**src/rtl/tlb_pkg.sv**
```systemverilog
package tlb_pkg;

   typedef enum logic [1:0] {
      ACC_LOAD  = 2'd0,
      ACC_STORE = 2'd1,
      ACC_FETCH = 2'd2
   } acc_e;

   typedef enum logic [1:0] {
      PERM_RO   = 2'd0,
      PERM_RW   = 2'd1,
      PERM_XO   = 2'd2,
      PERM_NONE = 2'd3
   } perm_e;

   // Access matrix: which kinds a permission code admits.
   function automatic logic perm_allows(input perm_e p, input acc_e k);
      case (p)
         PERM_RO: perm_allows = (k == ACC_LOAD);
         PERM_RW: perm_allows = (k == ACC_LOAD) || (k == ACC_STORE);
         PERM_XO: perm_allows = (k == ACC_FETCH);
         default: perm_allows = 1'b0;
      endcase
   endfunction

endpackage

```
**src/rtl/tlb_first.sv**
```systemverilog
module tlb_first #(
   parameter int N = 16,
   localparam int IW = (N > 1) ? $clog2(N) : 1
) (
   input  logic [N-1:0]  vec,
   output logic          any,
   output logic [IW-1:0] idx
);
   always_comb begin
      idx = '0;
      for (int i = N - 1; i >= 0; i--) begin
         if (vec[i]) idx = IW'(i);
      end
   end

   assign any = |vec;
endmodule

```
**src/rtl/tlb_slot.sv**
```systemverilog
module tlb_slot
   import tlb_pkg::*;
#(
   parameter int VPN_W = 19,
   parameter int PFN_W = 19
) (
   input  logic             clk,
   input  logic             rst_n,
   input  logic             flush,
   input  logic             wr_en,
   input  logic [VPN_W-1:0] wr_vpn,
   input  logic [PFN_W-1:0] wr_pfn,
   input  logic             wr_res,
   input  perm_e            wr_perm,
   input  logic [VPN_W-1:0] look_vpn,
   input  logic [VPN_W-1:0] fill_vpn,
   output logic             present,
   output logic             look_hit,
   output logic             fill_hit,
   output logic [PFN_W-1:0] pfn,
   output logic             resident,
   output perm_e            perm
);
   logic [VPN_W-1:0] tag_q;

   always_ff @(posedge clk) begin
      if (!rst_n) begin
         present  <= 1'b0;
         tag_q    <= '0;
         pfn      <= '0;
         resident <= 1'b0;
         perm     <= PERM_NONE;
      end else if (flush) begin
         present  <= 1'b0;
      end else if (wr_en) begin
         present  <= 1'b1;
         tag_q    <= wr_vpn;
         pfn      <= wr_pfn;
         resident <= wr_res;
         perm     <= wr_perm;
      end
   end

   assign look_hit = present && (tag_q == look_vpn);
   assign fill_hit = present && (tag_q == fill_vpn);

   AST_SLOT_LOAD: assert property (@(posedge clk) disable iff (!rst_n)
      (wr_en && !flush) |=> (present && tag_q == $past(wr_vpn)));

   AST_SLOT_FLUSH: assert property (@(posedge clk) disable iff (!rst_n)
      flush |=> !present);
endmodule

```
**src/rtl/tlb_age.sv**
```systemverilog
module tlb_age #(
   parameter int N = 16,
   localparam int IW = $clog2(N)
) (
   input  logic          clk,
   input  logic          rst_n,
   input  logic          touch_en,
   input  logic [IW-1:0] touch_idx,
   output logic [IW-1:0] victim
);
   logic [IW-1:0] age [N];
   logic [N-1:0]  oldest;
   logic          unused_any;

   // Ages form a permutation of 0..N-1; the touched entry becomes 0.
   always_ff @(posedge clk) begin
      if (!rst_n) begin
         for (int i = 0; i < N; i++) age[i] <= IW'(i);
      end else if (touch_en) begin
         for (int i = 0; i < N; i++) begin
            if (IW'(i) == touch_idx)          age[i] <= '0;
            else if (age[i] < age[touch_idx]) age[i] <= age[i] + 1'b1;
         end
      end
   end

   for (genvar g = 0; g < N; g++) begin : g_old
      assign oldest[g] = (age[g] == IW'(N - 1));
   end

   tlb_first #(.N(N)) u_pick (.vec(oldest), .any(unused_any), .idx(victim));

   AST_AGE_ONE_OLDEST: assert property (@(posedge clk) disable iff (!rst_n)
      $onehot(oldest));
endmodule

```
**src/rtl/tlb_xlate.sv**
```systemverilog
module tlb_xlate
   import tlb_pkg::*;
#(
   parameter int VA_W      = 32,
   parameter int PA_W      = 32,
   parameter int PAGE_BITS = 13,
   parameter int ENTRIES   = 16,
   localparam int VPN_W    = VA_W - PAGE_BITS,
   localparam int PFN_W    = PA_W - PAGE_BITS
) (
   input  logic             clk,
   input  logic             rst_n,
   input  logic             req_valid,
   input  logic [VA_W-1:0]  req_vaddr,
   input  logic [1:0]       req_kind,
   output logic             rsp_hit,
   output logic             rsp_miss,
   output logic             rsp_pgfault,
   output logic             rsp_protfault,
   output logic [PA_W-1:0]  rsp_paddr,
   input  logic             fill_en,
   input  logic [VPN_W-1:0] fill_vpn,
   input  logic [PFN_W-1:0] fill_pfn,
   input  logic             fill_resident,
   input  logic [1:0]       fill_perm,
   input  logic             flush
);
   localparam int IW = $clog2(ENTRIES);

   if (PAGE_BITS < 1 || PAGE_BITS >= VA_W || PAGE_BITS >= PA_W) begin : g_bad_page
      $error("page offset width must be below both address widths");
   end
   if (ENTRIES < 2 || (ENTRIES & (ENTRIES - 1)) != 0) begin : g_bad_depth
      $error("entry count must be a power of two of at least 2");
   end

   logic [VPN_W-1:0] look_vpn;
   logic [ENTRIES-1:0] present, look_vec, fill_vec;
   logic [PFN_W-1:0] pfn_a [ENTRIES];
   logic [ENTRIES-1:0] res_a;
   perm_e perm_a [ENTRIES];

   logic          look_any, fill_any, empty_any, fill_go, touch_en;
   logic [IW-1:0] look_idx, fill_idx, empty_idx, lru_idx, victim_idx, touch_idx;
   logic          sel_allow;

   assign look_vpn = req_vaddr[VA_W-1:PAGE_BITS];
   assign fill_go  = fill_en && !flush;

   for (genvar g = 0; g < ENTRIES; g++) begin : g_slot
      tlb_slot #(.VPN_W(VPN_W), .PFN_W(PFN_W)) u_slot (
         .clk      (clk),
         .rst_n    (rst_n),
         .flush    (flush),
         .wr_en    (fill_go && (victim_idx == IW'(g))),
         .wr_vpn   (fill_vpn),
         .wr_pfn   (fill_pfn),
         .wr_res   (fill_resident),
         .wr_perm  (perm_e'(fill_perm)),
         .look_vpn (look_vpn),
         .fill_vpn (fill_vpn),
         .present  (present[g]),
         .look_hit (look_vec[g]),
         .fill_hit (fill_vec[g]),
         .pfn      (pfn_a[g]),
         .resident (res_a[g]),
         .perm     (perm_a[g])
      );
   end

   tlb_first #(.N(ENTRIES)) u_look  (.vec(look_vec), .any(look_any),  .idx(look_idx));
   tlb_first #(.N(ENTRIES)) u_fill  (.vec(fill_vec), .any(fill_any),  .idx(fill_idx));
   tlb_first #(.N(ENTRIES)) u_empty (.vec(~present), .any(empty_any), .idx(empty_idx));

   tlb_age #(.N(ENTRIES)) u_age (
      .clk       (clk),
      .rst_n     (rst_n),
      .touch_en  (touch_en),
      .touch_idx (touch_idx),
      .victim    (lru_idx)
   );

   // Victim order: same page already held, then lowest empty, then LRU.
   always_comb begin
      if (fill_any)       victim_idx = fill_idx;
      else if (empty_any) victim_idx = empty_idx;
      else                victim_idx = lru_idx;
   end

   assign sel_allow = perm_allows(perm_a[look_idx], acc_e'(req_kind));

   always_comb begin
      rsp_hit       = 1'b0;
      rsp_miss      = 1'b0;
      rsp_pgfault   = 1'b0;
      rsp_protfault = 1'b0;
      rsp_paddr     = '0;
      if (req_valid) begin
         if (!look_any)             rsp_miss      = 1'b1;
         else if (!res_a[look_idx]) rsp_pgfault   = 1'b1;
         else if (!sel_allow)       rsp_protfault = 1'b1;
         else begin
            rsp_hit   = 1'b1;
            rsp_paddr = {pfn_a[look_idx], req_vaddr[PAGE_BITS-1:0]};
         end
      end
   end

   assign touch_en  = fill_go || rsp_hit;
   assign touch_idx = fill_go ? victim_idx : look_idx;

   AST_ONE_OUTCOME: assert property (@(posedge clk) disable iff (!rst_n)
      req_valid |-> $countones({rsp_hit, rsp_miss, rsp_pgfault, rsp_protfault}) == 1);
   AST_IDLE_QUIET: assert property (@(posedge clk) disable iff (!rst_n)
      !req_valid |-> !(rsp_hit || rsp_miss || rsp_pgfault || rsp_protfault));
   AST_OFFSET_PASS: assert property (@(posedge clk) disable iff (!rst_n)
      rsp_hit |-> rsp_paddr[PAGE_BITS-1:0] == req_vaddr[PAGE_BITS-1:0]);
   AST_NO_DUP: assert property (@(posedge clk) disable iff (!rst_n)
      $onehot0(look_vec));
   AST_FLUSH_EMPTY: assert property (@(posedge clk) disable iff (!rst_n)
      flush |=> (!req_valid || rsp_miss));
   AST_STORE_NEEDS_RW: assert property (@(posedge clk) disable iff (!rst_n)
      (rsp_hit && req_kind == 2'd1) |-> perm_a[look_idx] == PERM_RW);
endmodule

```
**config.mk**
```make
export PLATFORM = sky130hd
export DESIGN_NAME = tlb_xlate
export DESIGN_NICKNAME = d
export VERILOG_FILES = /design/src/rtl/tlb_pkg.sv /design/src/rtl/tlb_first.sv /design/src/rtl/tlb_slot.sv /design/src/rtl/tlb_age.sv /design/src/rtl/tlb_xlate.sv
export SDC_FILE = /design/constraint.sdc
export NUM_CORES = 2
export LEC_CHECK = 0
export BUFFER_PORTS_ARGS = -buffer_cell sky130_fd_sc_hd__buf_2
export CORE_ASPECT_RATIO = 1.4
export CORE_MARGIN = 2
export CORE_UTILIZATION = 30
export CTS_BUF_LIST = sky130_fd_sc_hd__clkbuf_16
export CTS_CLUSTER_DIAMETER = 100
export DETAILED_ROUTE_END_ITERATION = 10
export PLACE_DENSITY_LB_ADDON = 0.2
export SYNTH_ARGS = -nofsm -noshare
export SYNTH_HDL_FRONTEND = slang
export SYNTH_SLANG_ARGS = --single-unit
```
**constraint.sdc**
```tcl
create_clock -name clk -period 8.82 [get_ports clk]
set_clock_uncertainty 0.15 [all_clocks]
set_input_delay 0.882 -clock clk [delete_from_list [all_inputs] [get_ports clk]]
set_output_delay 0.882 -clock clk [all_outputs]
set_load 0.02 [all_outputs]
```
==> results.md <==
* Outcome: finished, final reports clean
* Placed insts at 6559
* TritonCTS Buffers at 84
* # nets final at a little under 5000
* # port buffers at roughly 120
* Cell Count, Final, Fillers Out at between 6000 and 7000
* Leakage at between 15 and 20 nW
* Crit path DAT at about 6.5 ns
* Top-count cell post-synth: dfxtp_1
* Setup_tns at 0 ns
* Hold Slack at about 0.31 ns
* CP endpoint kind: output port
* Most used DFF post-synth: dfxtp_1
* Final setup viols at 0
* RSZ-0062 raised after global routing: no
* Crit share post-route at 0.8534
* Worst EP required at between 7 and 8 ns
* Kind of cell adding the most delay to the critical path: simple AND/OR/NAND/NOR gates
* H-tree Lvls at 3
* Crit path cell chain: buf_2 > buf_4 > xor2_1 > nor4_1 > nand3_1 > nor3_1 > nor2b_1 > o21bai_1 > o21a_1 > mux2i_1 > mux2i_1 > mux2i_1 > buf_4 > and3_1 > nand2b_4 > buf_4 > a211oi_1 > buf_2
* CORE AREA at 146200 sq um
* Antenna violations before repair at 13
* Flop pwr share at 0.444
* Crit path max fanout at 11
* VDD IR-drop max at around 0.16 mV
* Wire per inst at about 25 um
* Fin. Hold Viols at 0
* #FFs+latches synth at approximately 740
* Register area share after synthesis at 0.3478
* Sw power at approximately 2.2 mW
* Number of flops mapped to enable cells by yosys at 64
* Postcts setup bufs at 0
* Final slew viol count at 0
* Top post-synthesis cells by count: dfxtp_1, mux2i_1, nor2b_1
* Die Wd at 328.4 um
* Clk network pwr share at 0.449
* Via count at approximately 35000
* Largest net degree at the start of global routing at 230
* Core Util, Final at 0.3355
* CP bufs+invs at 5
* Area growth syn-to-layout at 10.97%
* DRT iter0 DRCs at around 2600
* TritonCTS Sinks at 736
* Netlist cell types at between 100 and 150
* Dominant cells by area after synthesis: dfxtp_1, mux2i_1, nor2b_1, xor2_1, xnor2_1
* Top-area cell type share of the netlist area at 0.3043
* Layout cells sized above 1 at 0.09230
* Max-slew headroom at 0.2500
* Cts repair resizes at 0
* Vias in the first global route at about 35000
* Placed wire-length estimate at between 100000 and 150000 um
* Actual slew at the worst max-slew pin at between 1 and 1.5 ns
* Die Ht at roughly 460 um
* Sw Ratio at 0.2772
* CTS tree: yes
* Max-Cap Viols at 0
* Critical Path Start Type: input pin
* Syn nets at 4922
* Syn_area_per_cell at between 9 and 10 sq um
* Clk root buf: clkbuf_16
* Async set or reset register ratio after synthesis at 0
* Total gr overflow at 0
* GRT Util Overall at 0.2203
* Crit path time final at ~7.5 ns
* Post-DR vias/cell at roughly 5.2
* # DRC at 0
* Row Count at approximately 170
* Syn. warnings at 0
* First-pass GRT wire length at 246700 um
* DRT antenna net count at 0
* GP Congestion at approximately 0.94
* I/O Pins at about 120
* Combinational Power Share at 0.107
* Syn Inst Count at between 4000 and 5000
* Type of the worst setup path: in2out
* Post-synth top area cell: dfxtp_1
* CTS Buffer Depth at 3
* Worst min-delay path class: reg2reg
* Int Pwr at between 5 and 6 mW
* Max stage delay on crit path at roughly 0.77 ns
* Fmax at about 0.13 GHz
* Clock-pin slew on the worst setup and hold paths at around 0.06 ns
* DIE AREA at 150500 sq um
* Initial Utilization at 0.3023
* First drt pass iteration count at 6
* Final wirelength at about 170000 um
* P per Cell Area at 159.2 nW/um^2
* Netlist Area Pre-Place at around 44000 sq um
* Worst-skew pair later-pin latency at approximately 0.74 ns
* Slowest CP cell: nor3_1
* CTS Hold Bufs at 0
-- cell usage in the layout, fill, tap and decap left out, types with 11 or more instances in the layout --
cell / synthesis / layout
dfxtp_1: 672 / 672
mux2i_1: 651 / 650
nor2b_1: 557 / 557
nand2_1: 391 / 390
xor2_1: 389 / 389
xnor2_1: 249 / 249
nand4_1: 157 / 157
a211oi_1: 156 / 156
nor4_1: 155 / 155
buf_4: 42 / 116
buf_2: 75 / 114
and2_1: 96 / 95
nor2_1: 93 / 87
clkbuf_16: 0 / 84
a21boi_0: 82 / 82
nand3_1: 70 / 70
ha_1: 64 / 64
edfxtp_1: 64 / 64
a31oi_1: 60 / 60
nor4b_1: 55 / 55
a21oi_1: 52 / 52
nor3_1: 50 / 45
o21ai_0: 39 / 39
inv_1: 25 / 35
nand2b_1: 18 / 18
clkinv_1: 0 / 18
o211ai_1: 16 / 16
and3_1: 15 / 15
clkinv_2: 0 / 15
buf_12: 0 / 11
-- kinds of logic (layout without fill, tap and decap cells) --
kind of cell    after synthesis  in the layout  synth area share
simple gates               1742           1742            0.2235
fa+ha+maj                    64             64           0.01811
other cells                   0              4                 0
flops                       736            736            0.3478
compound gates              518            518           0.08568
buf+inv                     419            419           0.04831
mux                         659            659            0.1494
xor+xnor                    640            640            0.1271
-- sequential cells by signal, indices dropped and copies added, names as in the netlist --
signal	flops
g_slot.u_slot.pfn	304
g_slot.u_slot.resident	16
g_slot.u_slot.tag_q	304
g_slot.u_slot.perm	32
u_age.age	64
g_slot.u_slot.present	16
-- worst reg2reg max path, stage by stage, from the launching register on --
cell and delay [ns]:
dfxtp_1 0.80, nand2_1 0.11, nor4b_1 0.30, nand4_1 0.37, and2_1 0.30, o221a_2 0.42, o21ai_4 0.59, mux2i_4 0.32
mux2_2 0.37, nor2_1 0.09, a21oi_1 0.05, o211ai_1 0.90, ha_1 0.39, or2_2 0.29, a31oi_1 0.34, a31oi_1 0.11
a31oi_1 0.45
-- power by group through the flow --
| stage | Clock (mW) | Combinational [mW] | Sequential, mW |
|---|---|---|---|
| after global placement | 0 | 0.827 | 3.54 |
| final | 3.51 | 0.835 | 3.47 |
| after global routing | 3.71 | 0.899 | 3.47 |
| after detailed placement | 0 | 0.825 | 3.54 |
| after floorplan | 0 | 0.584 | 3.52 |
| after CTS | 3.60 | 0.829 | 3.47 |
-- worst paths after layout --
path / startpoint / endpoint / slack [ns] / depth (start not counted)
worst max-delay path: req_vaddr[28] / rsp_paddr[14] / 1.29 / 18
worst min-delay path: g_slot[15].u_slot.pfn[11] / g_slot[15].u_slot.pfn[11] / 0.31 / 2
worst max register to register: g_slot[8].u_slot.present / u_age.age[7][0] / 2.09 / 16
worst min register to register: g_slot[15].u_slot.pfn[11] / g_slot[15].u_slot.pfn[11] / 0.31 / 2
-- routing by layer --
metal / track usage / part of all wire
met5: 0 / 0.00030
met1: 0.2587 / 0.41
met3: 0.03168 / 0.040
met2: 0.3781 / 0.48
met4: 0.1314 / 0.065
-- final cells by class --
cell class                 count  area [sq um]
clock inverter                67         565.5
clock buffer                  84          2102
fill                       15300         97160
multi-input combinational   3623         26810
antenna                        4         10.01
tap                         1932          2417
inverter                      26         100.1
sequential                   736         15370
timing repair buffer         242          1677
-- metrics by stage --
| stage | setup WS (ns) | total power [mW] | area (sq um) |
|---|---|---|---|
| CTS | 1.230 | 7.898 | 49050 |
| global route | 1.046 | 8.082 | 49050 |
| floorplan | 1.943 | 4.104 | 44210 |
| global placement | 1.076 | 4.370 | 46380 |
| detailed placement | 1.060 | 4.368 | 46380 |
| finish | 1.293 | 7.811 | 49060 |
Note: power is estimated with default switching activity, not from simulation.
